`src/rtl/tp_pkg.sv`:
```
package tp_pkg;

    typedef enum logic [1:0] {
        CTR_STRONG_NT = 2'b00,
        CTR_WEAK_NT   = 2'b01,
        CTR_WEAK_T    = 2'b10,
        CTR_STRONG_T  = 2'b11
    } ctr_state_e;

    typedef enum logic [1:0] {
        SEL_LOCAL_STRONG  = 2'b00,
        SEL_LOCAL_WEAK    = 2'b01,
        SEL_GLOBAL_WEAK   = 2'b10,
        SEL_GLOBAL_STRONG = 2'b11
    } sel_state_e;

endpackage

```
`src/rtl/tp_pc_fold.sv`:
```
// Folds a word address into a table index: bit i goes to index bit i mod IDX_W.
module tp_pc_fold #(
    parameter int PC_W  = 30,
    parameter int IDX_W = 6
) (
    input  logic [PC_W-1:0]  pc,
    output logic [IDX_W-1:0] idx
);

    always_comb begin
        idx = '0;
        for (int i = 0; i < PC_W; i++) begin
            idx[i % IDX_W] = idx[i % IDX_W] ^ pc[i];
        end
    end

endmodule

```
`src/rtl/tp_ctr_table.sv`:
```
// Table of 2-bit direction counters, one read port and one training port.
module tp_ctr_table
    import tp_pkg::*;
#(
    parameter int IDX_W = 6
) (
    input  logic             clk,
    input  logic             rst_n,
    input  logic [IDX_W-1:0] rd_idx,
    output logic             rd_taken,
    input  logic             wr_en,
    input  logic [IDX_W-1:0] wr_idx,
    input  logic             wr_taken
);

    localparam int ENTRIES = 1 << IDX_W;

    ctr_state_e tbl_q [ENTRIES];
    ctr_state_e wr_cur;
    ctr_state_e wr_next;
    ctr_state_e rd_state;

    // next state of the entry being trained
    always_comb begin
        wr_cur  = tbl_q[wr_idx];
        wr_next = wr_cur;
        unique case (wr_cur)
            CTR_STRONG_NT: wr_next = wr_taken ? CTR_WEAK_NT  : CTR_STRONG_NT;
            CTR_WEAK_NT:   wr_next = wr_taken ? CTR_WEAK_T   : CTR_STRONG_NT;
            CTR_WEAK_T:    wr_next = wr_taken ? CTR_STRONG_T : CTR_WEAK_NT;
            CTR_STRONG_T:  wr_next = wr_taken ? CTR_STRONG_T : CTR_WEAK_T;
            default:       wr_next = CTR_WEAK_NT;
        endcase
    end

    // state register
    always_ff @(posedge clk or negedge rst_n) begin
        if (!rst_n) begin
            for (int e = 0; e < ENTRIES; e++) begin
                tbl_q[e] <= CTR_WEAK_NT;
            end
        end else if (wr_en) begin
            tbl_q[wr_idx] <= wr_next;
        end
    end

    // output decode
    always_comb begin
        rd_state = tbl_q[rd_idx];
        rd_taken = (rd_state == CTR_WEAK_T) || (rd_state == CTR_STRONG_T);
    end

endmodule

```
`src/rtl/tp_sel_table.sv`:
```
// Table of 2-bit chooser counters; a step happens only when the components disagreed.
module tp_sel_table
    import tp_pkg::*;
#(
    parameter int IDX_W = 6
) (
    input  logic             clk,
    input  logic             rst_n,
    input  logic [IDX_W-1:0] rd_idx,
    output logic             rd_use_global,
    input  logic             step_en,
    input  logic [IDX_W-1:0] step_idx,
    input  logic             step_to_global
);

    localparam int ENTRIES = 1 << IDX_W;

    sel_state_e sel_q [ENTRIES];
    sel_state_e step_cur;
    sel_state_e step_next;
    sel_state_e rd_state;

    always_comb begin
        step_cur  = sel_q[step_idx];
        step_next = step_cur;
        unique case (step_cur)
            SEL_LOCAL_STRONG:
                step_next = step_to_global ? SEL_LOCAL_WEAK    : SEL_LOCAL_STRONG;
            SEL_LOCAL_WEAK:
                step_next = step_to_global ? SEL_GLOBAL_WEAK   : SEL_LOCAL_STRONG;
            SEL_GLOBAL_WEAK:
                step_next = step_to_global ? SEL_GLOBAL_STRONG : SEL_LOCAL_WEAK;
            SEL_GLOBAL_STRONG:
                step_next = step_to_global ? SEL_GLOBAL_STRONG : SEL_GLOBAL_WEAK;
            default:
                step_next = SEL_LOCAL_WEAK;
        endcase
    end

    always_ff @(posedge clk or negedge rst_n) begin
        if (!rst_n) begin
            for (int e = 0; e < ENTRIES; e++) begin
                sel_q[e] <= SEL_LOCAL_WEAK;
            end
        end else if (step_en) begin
            sel_q[step_idx] <= step_next;
        end
    end

    always_comb begin
        rd_state      = sel_q[rd_idx];
        rd_use_global = (rd_state == SEL_GLOBAL_WEAK) || (rd_state == SEL_GLOBAL_STRONG);
    end

endmodule

```
`src/rtl/tp_ghist.sv`:
```
// Global outcome history; newest outcome in bit 0.
module tp_ghist #(
    parameter int GH_W = 6
) (
    input  logic            clk,
    input  logic            rst_n,
    input  logic            shift_en,
    input  logic            shift_bit,
    output logic [GH_W-1:0] hist
);

    logic [GH_W-1:0] hist_q;
    logic [GH_W-1:0] hist_d;

    generate
        if (GH_W == 1) begin : g_single
            always_comb hist_d = shift_bit;
        end else begin : g_shift
            always_comb hist_d = {hist_q[GH_W-2:0], shift_bit};
        end
    endgenerate

    always_ff @(posedge clk or negedge rst_n) begin
        if (!rst_n) begin
            hist_q <= '0;
        end else if (shift_en) begin
            hist_q <= hist_d;
        end
    end

    assign hist = hist_q;

endmodule

```
`src/rtl/tournament_predictor.sv`:
```
module tournament_predictor #(
    parameter int PC_W   = 30,
    parameter int LIDX_W = 6,
    parameter int SIDX_W = 6,
    parameter int GH_W   = 6
) (
    input  logic            clk,
    input  logic            rst_n,
    input  logic [PC_W-1:0] pred_pc,
    output logic            pred_taken,
    output logic            pred_local,
    output logic            pred_global,
    input  logic            upd_valid,
    input  logic [PC_W-1:0] upd_pc,
    input  logic            upd_taken,
    input  logic            upd_local,
    input  logic            upd_global
);

    logic [LIDX_W-1:0] lrd_idx;
    logic [LIDX_W-1:0] lwr_idx;
    logic [SIDX_W-1:0] srd_idx;
    logic [SIDX_W-1:0] swr_idx;
    logic [GH_W-1:0]   ghist_q;
    logic              use_global;
    logic              sel_step;
    logic              sel_to_global;
    logic              local_dir;
    logic              global_dir;

    tp_pc_fold #(.PC_W(PC_W), .IDX_W(LIDX_W)) u_fold_lrd (.pc(pred_pc), .idx(lrd_idx));
    tp_pc_fold #(.PC_W(PC_W), .IDX_W(LIDX_W)) u_fold_lwr (.pc(upd_pc),  .idx(lwr_idx));
    tp_pc_fold #(.PC_W(PC_W), .IDX_W(SIDX_W)) u_fold_srd (.pc(pred_pc), .idx(srd_idx));
    tp_pc_fold #(.PC_W(PC_W), .IDX_W(SIDX_W)) u_fold_swr (.pc(upd_pc),  .idx(swr_idx));

    // per-branch component
    tp_ctr_table #(.IDX_W(LIDX_W)) u_local (
        .clk      (clk),
        .rst_n    (rst_n),
        .rd_idx   (lrd_idx),
        .rd_taken (local_dir),
        .wr_en    (upd_valid),
        .wr_idx   (lwr_idx),
        .wr_taken (upd_taken)
    );

    // history-indexed component; trained at the pre-shift history
    tp_ctr_table #(.IDX_W(GH_W)) u_global (
        .clk      (clk),
        .rst_n    (rst_n),
        .rd_idx   (ghist_q),
        .rd_taken (global_dir),
        .wr_en    (upd_valid),
        .wr_idx   (ghist_q),
        .wr_taken (upd_taken)
    );

    tp_ghist #(.GH_W(GH_W)) u_hist (
        .clk       (clk),
        .rst_n     (rst_n),
        .shift_en  (upd_valid),
        .shift_bit (upd_taken),
        .hist      (ghist_q)
    );

    // chooser training: only a disagreement carries information
    always_comb begin
        sel_step      = upd_valid && (upd_local != upd_global);
        sel_to_global = (upd_global == upd_taken);
    end

    tp_sel_table #(.IDX_W(SIDX_W)) u_sel (
        .clk            (clk),
        .rst_n          (rst_n),
        .rd_idx         (srd_idx),
        .rd_use_global  (use_global),
        .step_en        (sel_step),
        .step_idx       (swr_idx),
        .step_to_global (sel_to_global)
    );

    always_comb begin
        pred_local  = local_dir;
        pred_global = global_dir;
        pred_taken  = use_global ? global_dir : local_dir;
    end

endmodule

```
`config.mk`:
```
export PLATFORM = sky130hd
export DESIGN_NAME = tournament_predictor
export DESIGN_NICKNAME = d
export VERILOG_FILES = /design/src/rtl/tp_pkg.sv /design/src/rtl/tp_pc_fold.sv /design/src/rtl/tp_ctr_table.sv /design/src/rtl/tp_sel_table.sv /design/src/rtl/tp_ghist.sv /design/src/rtl/tournament_predictor.sv
export SDC_FILE = /design/constraint.sdc
export NUM_CORES = 1
export LEC_CHECK = 0
export BUFFER_PORTS_ARGS = -buffer_cell sky130_fd_sc_hd__buf_2
export CAP_MARGIN = 20
export CORE_MARGIN = 5
export CORE_UTILIZATION = 40
export DETAILED_ROUTE_END_ITERATION = 8
export PLACE_DENSITY_LB_ADDON = 0.1
export SKIP_CTS_REPAIR_TIMING = 1
export SLEW_MARGIN = 20
export SYNTH_ARGS = -nofsm -noshare
export SYNTH_HDL_FRONTEND = slang
export SYNTH_SLANG_ARGS = --single-unit
export TNS_END_PERCENT = 10
```
`constraint.sdc`:
```
create_clock -name clk -period 3.59 [get_ports clk]
set_clock_uncertainty 0.05 [all_clocks]
set_input_delay 0 -clock clk [delete_from_list [all_inputs] [get_ports clk]]
set_output_delay 0 -clock clk [all_outputs]
set_load 0.01 [all_outputs]
```
=== Yosys cells after proc, flatten, opt, wreduce, memory -nomap -nowiden ===
Cells that the tools add are included.

* Register bits: 390
* Input port bits: 66
* Output and inout port bits: 3
* Word-level logic and storage cells: 307

* $lt $le $gt $ge: 5
* Eq/ne operators: 15
* Mux-type cells: 34
* Bitwise logic cells: 51
* Reduce and logical (&&, ||, !) cells: 9

{| class="wikitable"
|+ Operators with widths
! kind !! count
|-
| $bwmux W128 || 3
|-
| $bmux W2 S6 || 5
|-
| $xor A1 B1 Y1 || 48
|-
| $mux W2 || 16
|-
| $demux W2 S6 || 2
|-
| $pmux W2 S4 || 3
|-
| $ge A7 B7 Y1 const B || 3
|-
| $not A6 Y7 || 3
|-
| $eq A2 B2 Y1 const B || 10
|-
| $lt A7 B1 Y1 const B || 2
|-
| $eq A2 B1 Y1 const B || 3
|-
| $logic_not A2 Y1 || 3
|-
| $mux W1 || 5
|-
| $logic_and A1 B1 Y1 || 3
|-
| $logic_or A1 B1 Y1 || 3
|-
| $eq A1 B1 Y1 || 1
|-
| $ne A1 B1 Y1 || 1
|}

=== Depth between registers and ports, before layout ===
Gate-level depths: netlist of the first run.

* Word-level depth: 11
* Gate-level depth with buffers: 14
* Depth with buffers taken out: 9

=== Hierarchy ===
A second synthesis of the first run with hierarchy kept.

* Cell total of the unflattened synthesis: 2003
* Area, all modules: 21892.2 um2

{| class="wikitable"
|+ By module, submodules not included
! module !! instances !! cells each !! area an instance (um2) !! seq. area each (um2)
|-
| tp_ctr_table || 2 || 638 || 6881.6 || 3283.1
|-
| tp_sel_table || 1 || 638 || 6881.6 || 3283.1
|-
| tp_pc_fold || 4 || 18 || 240.2 || 0.0
|-
| tp_ghist || 1 || 13 || 251.5 || 150.1
|-
| tournament_predictor || 1 || 4 || 35.0 || 0.0
|}

=== Worst setup path after synthesis of the first run ===
OpenSTA, ideal clock, no wires.

* Kind: register -> register
* Start: register u_hist.hist_q[0] (netlist: u_hist.hist[0])
* End: register u_global.tbl_q[109] (netlist bit)
* Setup time: 0.125 ns
* Data arrival time: 3.430 ns
* Required time: 3.415 ns
* Slack: -0.015 ns
* Stages on the path, launching flop included: 9
* Buffers on the path: 3
* Period minus slack after synthesis: 3.605 ns
* Cell sequence: dfrtp_1 > clkbuf_1 > clkbuf_1 > mux4_2 > mux4_2 > mux4_2 > maj3_1 > clkbuf_1 > mux2_2

* Word-level cells in the longest chain between the ends: 7

{| class="wikitable"
|+ RTL lines
! what !! line !! RTL
|-
| start: declaration || tp_ghist.sv:12 || <nowiki>logic [GH_W-1:0] hist_q;</nowiki>
|-
| start signal: assignment || tp_ghist.sv:27 || <nowiki>hist_q <= hist_d;</nowiki>
|-
| $not A6 Y7 (implied by the code) (*) || tp_ctr_table.sv:25, tp_ctr_table.sv:43 ||
|-
| $bmux W2 S6 || tp_ctr_table.sv:25 || <nowiki>wr_cur = tbl_q[wr_idx];</nowiki>
|-
| $mux W2 (implied by the code) (2 in series) || tp_ctr_table.sv:25 ||
|-
| $eq A2 B2 Y1 (tied with other cells) || tp_ctr_table.sv:27 || <nowiki>unique case (wr_cur)</nowiki>
|-
| $pmux W2 S4 || tp_ctr_table.sv:27 ||
|-
| $bwmux W128 (*) || tp_ctr_table.sv:43 || <nowiki>tbl_q[wr_idx] <= wr_next;</nowiki>
|-
| end signal: indexed assignment || tp_ctr_table.sv:43 ||
|-
| end: declaration || tp_ctr_table.sv:18 || <nowiki>ctr_state_e tbl_q [ENTRIES];</nowiki>
|}

Mark *: on every way between the ends. The rest lies on a longest branch, timed or not. The select of a mux whose other input is x is not followed.
A chain may end at the register's enable or synchronous reset.

=== Worst setup path after layout of the first run ===
* Start: register u_hist.hist_q[0] (netlist: u_hist.hist[0])
* End: output pred_taken

* Word-level cells in the longest chain between the ends: 7

{| class="wikitable"
|+ RTL lines
! what !! line !! RTL
|-
| $not A6 Y7 (implied by the code) (*) || tp_ctr_table.sv:49 || <nowiki>rd_state = tbl_q[rd_idx];</nowiki>
|-
| $bmux W2 S6 (*) || tp_ctr_table.sv:49 ||
|-
| $mux W2 (implied by the code) (*) (2 in series) || tp_ctr_table.sv:49 ||
|-
| $eq A2 B2 Y1 || tp_ctr_table.sv:50 || <nowiki>rd_taken = (rd_state == CTR_WEAK_T) || (rd_state == CTR_STRONG_T);</nowiki>
|-
| $logic_or A1 B1 Y1 (*) || tp_ctr_table.sv:50 ||
|-
| $mux W1 (*) || tournament_predictor.sv:85 || <nowiki>pred_taken = use_global ? global_dir : local_dir;</nowiki>
|-
| end: declaration || tournament_predictor.sv:10 || <nowiki>output logic pred_taken,</nowiki>
|}

Marks and branches as above.

==> out/metrics.cfg, run 1 <==
[run_status]
status = finished, violations left
failed_checks = hold timing

[floorplanning]
num_rows = 83
io_pins = 69
dieWidth_um = 238.5
dieArea_um2 = 56880
start_util_pct = 40.55
fp.dieH_um = 238.5
core-area_um2 = 51510

[routing]
wl_met1_um = 32550
wl_met3_um = 4777
ant_nets = 0
drt-initial-drc-count = 1439
dr.max_layer_used = met5
routed_via_density = 5.880
drc = 0
dr_total_vias = 15920
drt-wirelength-per-cell_um = 25.35
wl_met2_um = 29270
wirelength_um = 68630
drtPass1Iterations = 7

[finish]
final_common_cell = nand2_1
drive_above_1_share_pct = 40.57
layout_common_cells = nand2_1 (247), mux2_2 (209), dfrtp_1 (196)
finish.utilization_pct = 47.76
layout.cells.non_filler = 2707
syn_to_final_growth_pct = 17.79
nets = 2056
fillerInstances = 4805

[clock_tree]
cts_made_buffers = 45
clockBufferDepth = 3
cts_tree = done
clk_latency_ns = 0.60
cts.clk_slew.worst_paths_ns = 0.06
htreeDepth = 2
cts_num_sinks = 390
cts-root-buf = clkbuf_16

[timing]
finalCriticalPeriod_ns = 3.445
drv_slew = 0
rsz0062_at_grt = no
fin_crit_sh_pct = 95.96
setup_viol = 0
holdWs_ns = -0.01658
worstMarginPinSlew_ns = 1.109
slew_headroom_pct = 25.93
hold_viol_final = 4
fmax_mhz = 290.3

[placed_design]
numPortBuffers = 68
dpl.hpwl_um = 48450
dp.cells = 2615
gp_congestion = 0.9991

[critical_path]
critPathSlowestCell = mux4_2
crit_chain = buf_4, mux4_2, mux2i_1, o22ai_1, a21oi_1, nand4_1, buf_4, buf_4, mux2_2, buf_2
required_ns = 3.54
max_stage_delay_ns = 0.51
path_class = flop to output port
arrival_ns = 3.39
path_delay_family = multiplexers
cp_num_buf_inv = 4
cp_max_fo = 6
start_kind = flop
end_kind = output port
worst_path_most_repeated_cell = buf_4

[power_and_ir_drop]
vdd_drop_max_mv = 0.3925
leakage_nw = 10.17
power_density_nw_per_um2 = 778.4

[global_route]
antenna_found_initial = 2
grt-ovfl-total = 0
grt_pass1_vias = 16110
track_usage_pct = 24.04
grt_max_degree = 99
grt_pass1_wl_um = 105700

[synth]
async_flop_share_pct = 100.0
syn_area_um2 = 20890
yosysSeqAreaShare_pct = 47.88
synth_edf_count = 0
ys_warn_count = 0
ys_types = 72
netlist_instances = 1847
syn-num-nets = 1913
ys_ff_latch = 390
synth_ff_type = dfrtp_1
synth.avg_cell_area_um2 = 11.31

[job]
drv_cap = 0

[hold_path]
hp-class = input port to async pin

## routing by layer
metal | up-vias | global-route usage (%)
met3 | 132 | 4.822
li1 | 7080 | -
met5 | - | 0
met1 | 8113 | 36.65
met4 | 2 | 6.765
met2 | 589 | 34.89
## power by group
part | switching [mW] | internal, mW
clock network | 1.98 | 2.96
registers | 0.988 | 6.34
logic | 3.94 | 2.94
total | 6.91 | 12.2
## layout make-up
class / instances / area, um^2 / area share [%]
multi-input combinational: 1321 / 10290 / 41.85
sequential: 390 / 10000 / 40.66
timing repair buffer: 222 / 1834 / 7.456
clock buffer: 61 / 1286 / 5.228
tap: 680 / 850.8 / 3.458
clock inverter: 22 / 292.8 / 1.190
inverter: 10 / 37.54 / 0.1526
antenna: 1 / 2.502 / 0.01017
## synth_stat cells, drive strengths merged, types with 6 or more instances
master,count,area [um^2]
nand2,247,927.1
mux2,215,2440
dfrtp,198,4955
dfstp,192,5045
nor2,172,645.6
o21ai,137,685.7
a21oi,88,444.2
mux4,79,1802
clkbuf,71,266.5
mux2i,60,600.6
buf,55,402.9
o31ai,51,483.0
nand3,42,210.2
a31oi,30,187.7
xnor2,29,306.5
o22ai,21,131.4
a221oi,20,181.4
nor3,20,100.1
xor2,15,165.2
o221ai,11,96.34
inv,9,33.78
nand4,7,43.79
maj3,6,66.31
## worst paths after layout
kind                                  startpoint             endpoint  cells after the start  slack [ns]
worst max register to register    u_hist.hist[0]   u_global.tbl_q[53]                      7        0.16
worst min-delay path                       rst_n  u_global.tbl_q[125]                      2       -0.02
worst min register to register  u_sel.sel_q[112]     u_sel.sel_q[112]                      2        0.42
worst max-delay path              u_hist.hist[0]           pred_taken                     10        0.15
min in group clk                      upd_global     u_sel.sel_q[104]                      4        0.05
max in group asynchronous                  rst_n       u_hist.hist[1]                      3        2.38
## through the flow
stage	setup TNS [ns]	setup slack (ns)	total power [mW]	cell area, um^2
after floorplan	0	0.1189	11.32	20890
after detailed placement	-31.90	-0.2646	14.17	22940
after global routing	0	0.01415	20.06	24600
after CTS	-0.1070	-0.1070	19.19	24520
final	0	0.1452	19.15	24600
after global placement	-29.58	-0.2286	14.06	22940
## kinds of logic (layout without fill, tap and decap cells)
family / after synthesis / in the layout / share of synthesized area, %
mux: 354 / 354 / 23.18
xor+xnor: 50 / 50 / 2.935
fa+ha+maj: 6 / 6 / 0.3175
compound gates: 392 / 392 / 12.03
buf+inv: 136 / 315 / 3.385
flops: 390 / 390 / 47.88
other cells: 0 / 1 / 0
simple gates: 519 / 519 / 10.27
## registers in the layout, summed over array words and instances (netlist names)
register,flops
u_global.tbl_q,128
u_hist.hist,6
u_local.tbl_q,128
u_sel.sel_q,128
## worst register-to-register path: cells and delay by family (launching register included)
kind                     cells  cell delay [ns]
adder cells (fa/ha/maj)      1             0.34
buffers and inverters        2             0.43
flip-flops                   1             0.49
multiplexers                 4             1.98
(Power assumes the default switching activity.)
==> inputs of run 2 (changes only) <==
Settings changed: ABC_AREA set to 1, RECOVER_POWER set to 25, REMOVE_ABC_BUFFERS set to 1.
==> out/metrics.cfg, run 2 <==
[run_status]
status = finished, violations left
failed_checks = capacitance limit, slew limit

[clock_tree]
cts_tree = done
clockBufferDepth = 3
htreeDepth = 2
cts-root-buf = clkbuf_16
clk_latency_ns = 0.60
cts_num_sinks = 390
cts_made_buffers = 48
cts.clk_slew.worst_paths_ns = 0.06

[floorplanning]
dieWidth_um = 250.5
fp.dieH_um = 250.5
start_util_pct = 40.26
core-area_um2 = 57480
num_rows = 88
dieArea_um2 = 62760
io_pins = 69

[synth]
ys_types = 36
yosysMostFrequentCell = nand2_1
ys_warn_count = 0
synth_edf_count = 0
syn_area_um2 = 23140
synth_common_cells = nand2_1 (1813), inv_1 (392), nand3_1 (300)
synth_ff_type = dfrtp_1
yosysSeqAreaShare_pct = 43.22
netlist.area_leader.share_pct = 29.41
ys_ff_latch = 390
synth.avg_cell_area_um2 = 6.520
netlist_top_cells_area = nand2_1 (29%), dfstp_2 (22%), dfrtp_1 (21%)
async_flop_share_pct = 100.0
netlist_instances = 3549
yosysTopAreaCell = nand2_1

[global_route]
antenna_found_initial = 0
grt_pass1_wl_um = 128600
grt_max_degree = 100
track_usage_pct = 25.57
grt-ovfl-total = 0
grt_pass1_vias = 22560

[power_and_ir_drop]
leakage_nw = 13.18
power_density_nw_per_um2 = 737.1
vdd_drop_max_mv = 0.5917

[critical_path]
path_delay_family = simple AND/OR/NAND/NOR gates
crit_chain = nor2_1, nand2_1, inv_1, nand2_1, nand2_1, a221oi_1, nand3_1, nand2_1, nand2_1, nor2_1, nand3_1, buf_4, nand3_1, nand2_1, buf_2
critPathSlowestCell = dfrtp_1
required_ns = 3.54
cp_num_buf_inv = 3
max_stage_delay_ns = 0.48
cp_max_fo = 8
arrival_ns = 3.07
end_kind = output port
start_kind = flop
path_class = flop to output port
worst_path_most_repeated_cell = nand2_1

[finish]
fillerInstances = 6007
nets = 3641
reg.largest.list = u_global.tbl_q x128, u_local.tbl_q x128, u_sel.sel_q x128
layout.cells.non_filler = 4379
stdcell_area_um2 = 26030
diodes = 0
drive_above_1_share_pct = 11.93
final_common_cell = nand2_1
finish.utilization_pct = 45.30
layout_common_cells = nand2_1 (1804), inv_1 (391), nand3_1 (299)
syn_to_final_growth_pct = 12.51

[placed_design]
numPortBuffers = 68
place_area_um2 = 24430
gp_congestion = 0.8660
dp.cells = 4287
pre_cts_ws_ns = 0.6318
dpl.hpwl_um = 50720

[timing]
setup_viol = 0
setup_slack_ns = 0.4714
holdWs_ns = 0.2185
hold_viol_final = 0
fin_crit_sh_pct = 86.87
finalCriticalPeriod_ns = 3.119
rsz0062_at_grt = no
fmax_mhz = 320.7
worstMarginPinSlew_ns = 3.003
slew_headroom_pct = -100.2
drv_slew = 96

[job]
drv_cap = 1

[routing]
drt-wirelength-per-cell_um = 18.63
dr_total_vias = 22770
routed_via_density = 5.201
drt-initial-drc-count = 1952
wl_met2_um = 38160
dr.max_layer_used = met4
ant_nets = 0
wl_met1_um = 34150
wl_met3_um = 5469
drc = 0
drtPass1Iterations = 8
wirelength_um = 81580

[hold_path]
hp-class = input port to flop

-- run 2: worst min-delay path, stage by stage --
cell     delay, ns
buf_2         0.14
xnor2_1       0.11
inv_1         0.07
nand2_2       0.07
buf_12        0.24
nand3_1       0.13
nand2_1       0.05
-- run 2: metal layers --
layer	vias up	track usage (%)
met5	-	0
met4	0	10.74
met3	218	3.354
met2	860	43.30
met1	10820	33.06
li1	10870	-
-- run 2: area by class of cell --
cell class | count | area, um^2 | share of cell area (%)
Multi-Input combinational cell | 2600 | 10950 | 42.06
Sequential cell | 390 | 10000 | 38.41
Inverter | 402 | 1509 | 5.796
Clock buffer | 75 | 1474 | 5.662
Timing Repair Buffer | 133 | 1033 | 3.970
Tap cell | 765 | 957.2 | 3.677
Clock inverter | 14 | 111.4 | 0.4277
-- run 2: path summary, 6_finish.rpt --
| path | cells past startpoint | slack [ns] | endpoint | start |
|---|---|---|---|---|
| setup / recovery | 15 | 0.47 | pred_taken | u_hist.hist[2] |
| hold / removal | 7 | 0.22 | u_sel.sel_q[125] | upd_global |
| setup reg to reg | 16 | 0.71 | u_global.tbl_q[17] | u_hist.hist[2] |
| hold reg to reg | 2 | 0.41 | u_sel.sel_q[106] | u_sel.sel_q[106] |
| max in group asynchronous | 2 | 0.84 | u_global.tbl_q[117] | rst_n |
| min in group asynchronous | 2 | 0.83 | u_sel.sel_q[71] | rst_n |
-- run 2: cell families (layout without fill, tap and decap cells) --
logic type / Yosys count / count (layout) / share of synthesized area, %
AOI/OAI and AO/OA: 160 / 160 / 4.039
xor gates and xnor gates: 49 / 49 / 1.887
buffers and inverters: 559 / 624 / 9.706
DFF: 390 / 390 / 43.22
and+or+nand+nor: 2391 / 2391 / 41.15
-- run 2: stage by stage --
stage | total power, mW | TNS (ns)
detailed placement | 14.27 | 0
global placement | 14.17 | 0
floorplan | 11.42 | -387.88
finish | 19.19 | 0
CTS | 19.26 | 0
global route | 20.42 | 0
-- run 2: where the power goes --
part	total, mW	leakage [nW]	internal, mW	switching (mW)
Combinational	6.81	7.70	2.06	4.75
Clock	4.89	0.784	2.89	2.00
Sequential	7.49	4.70	6.47	1.01
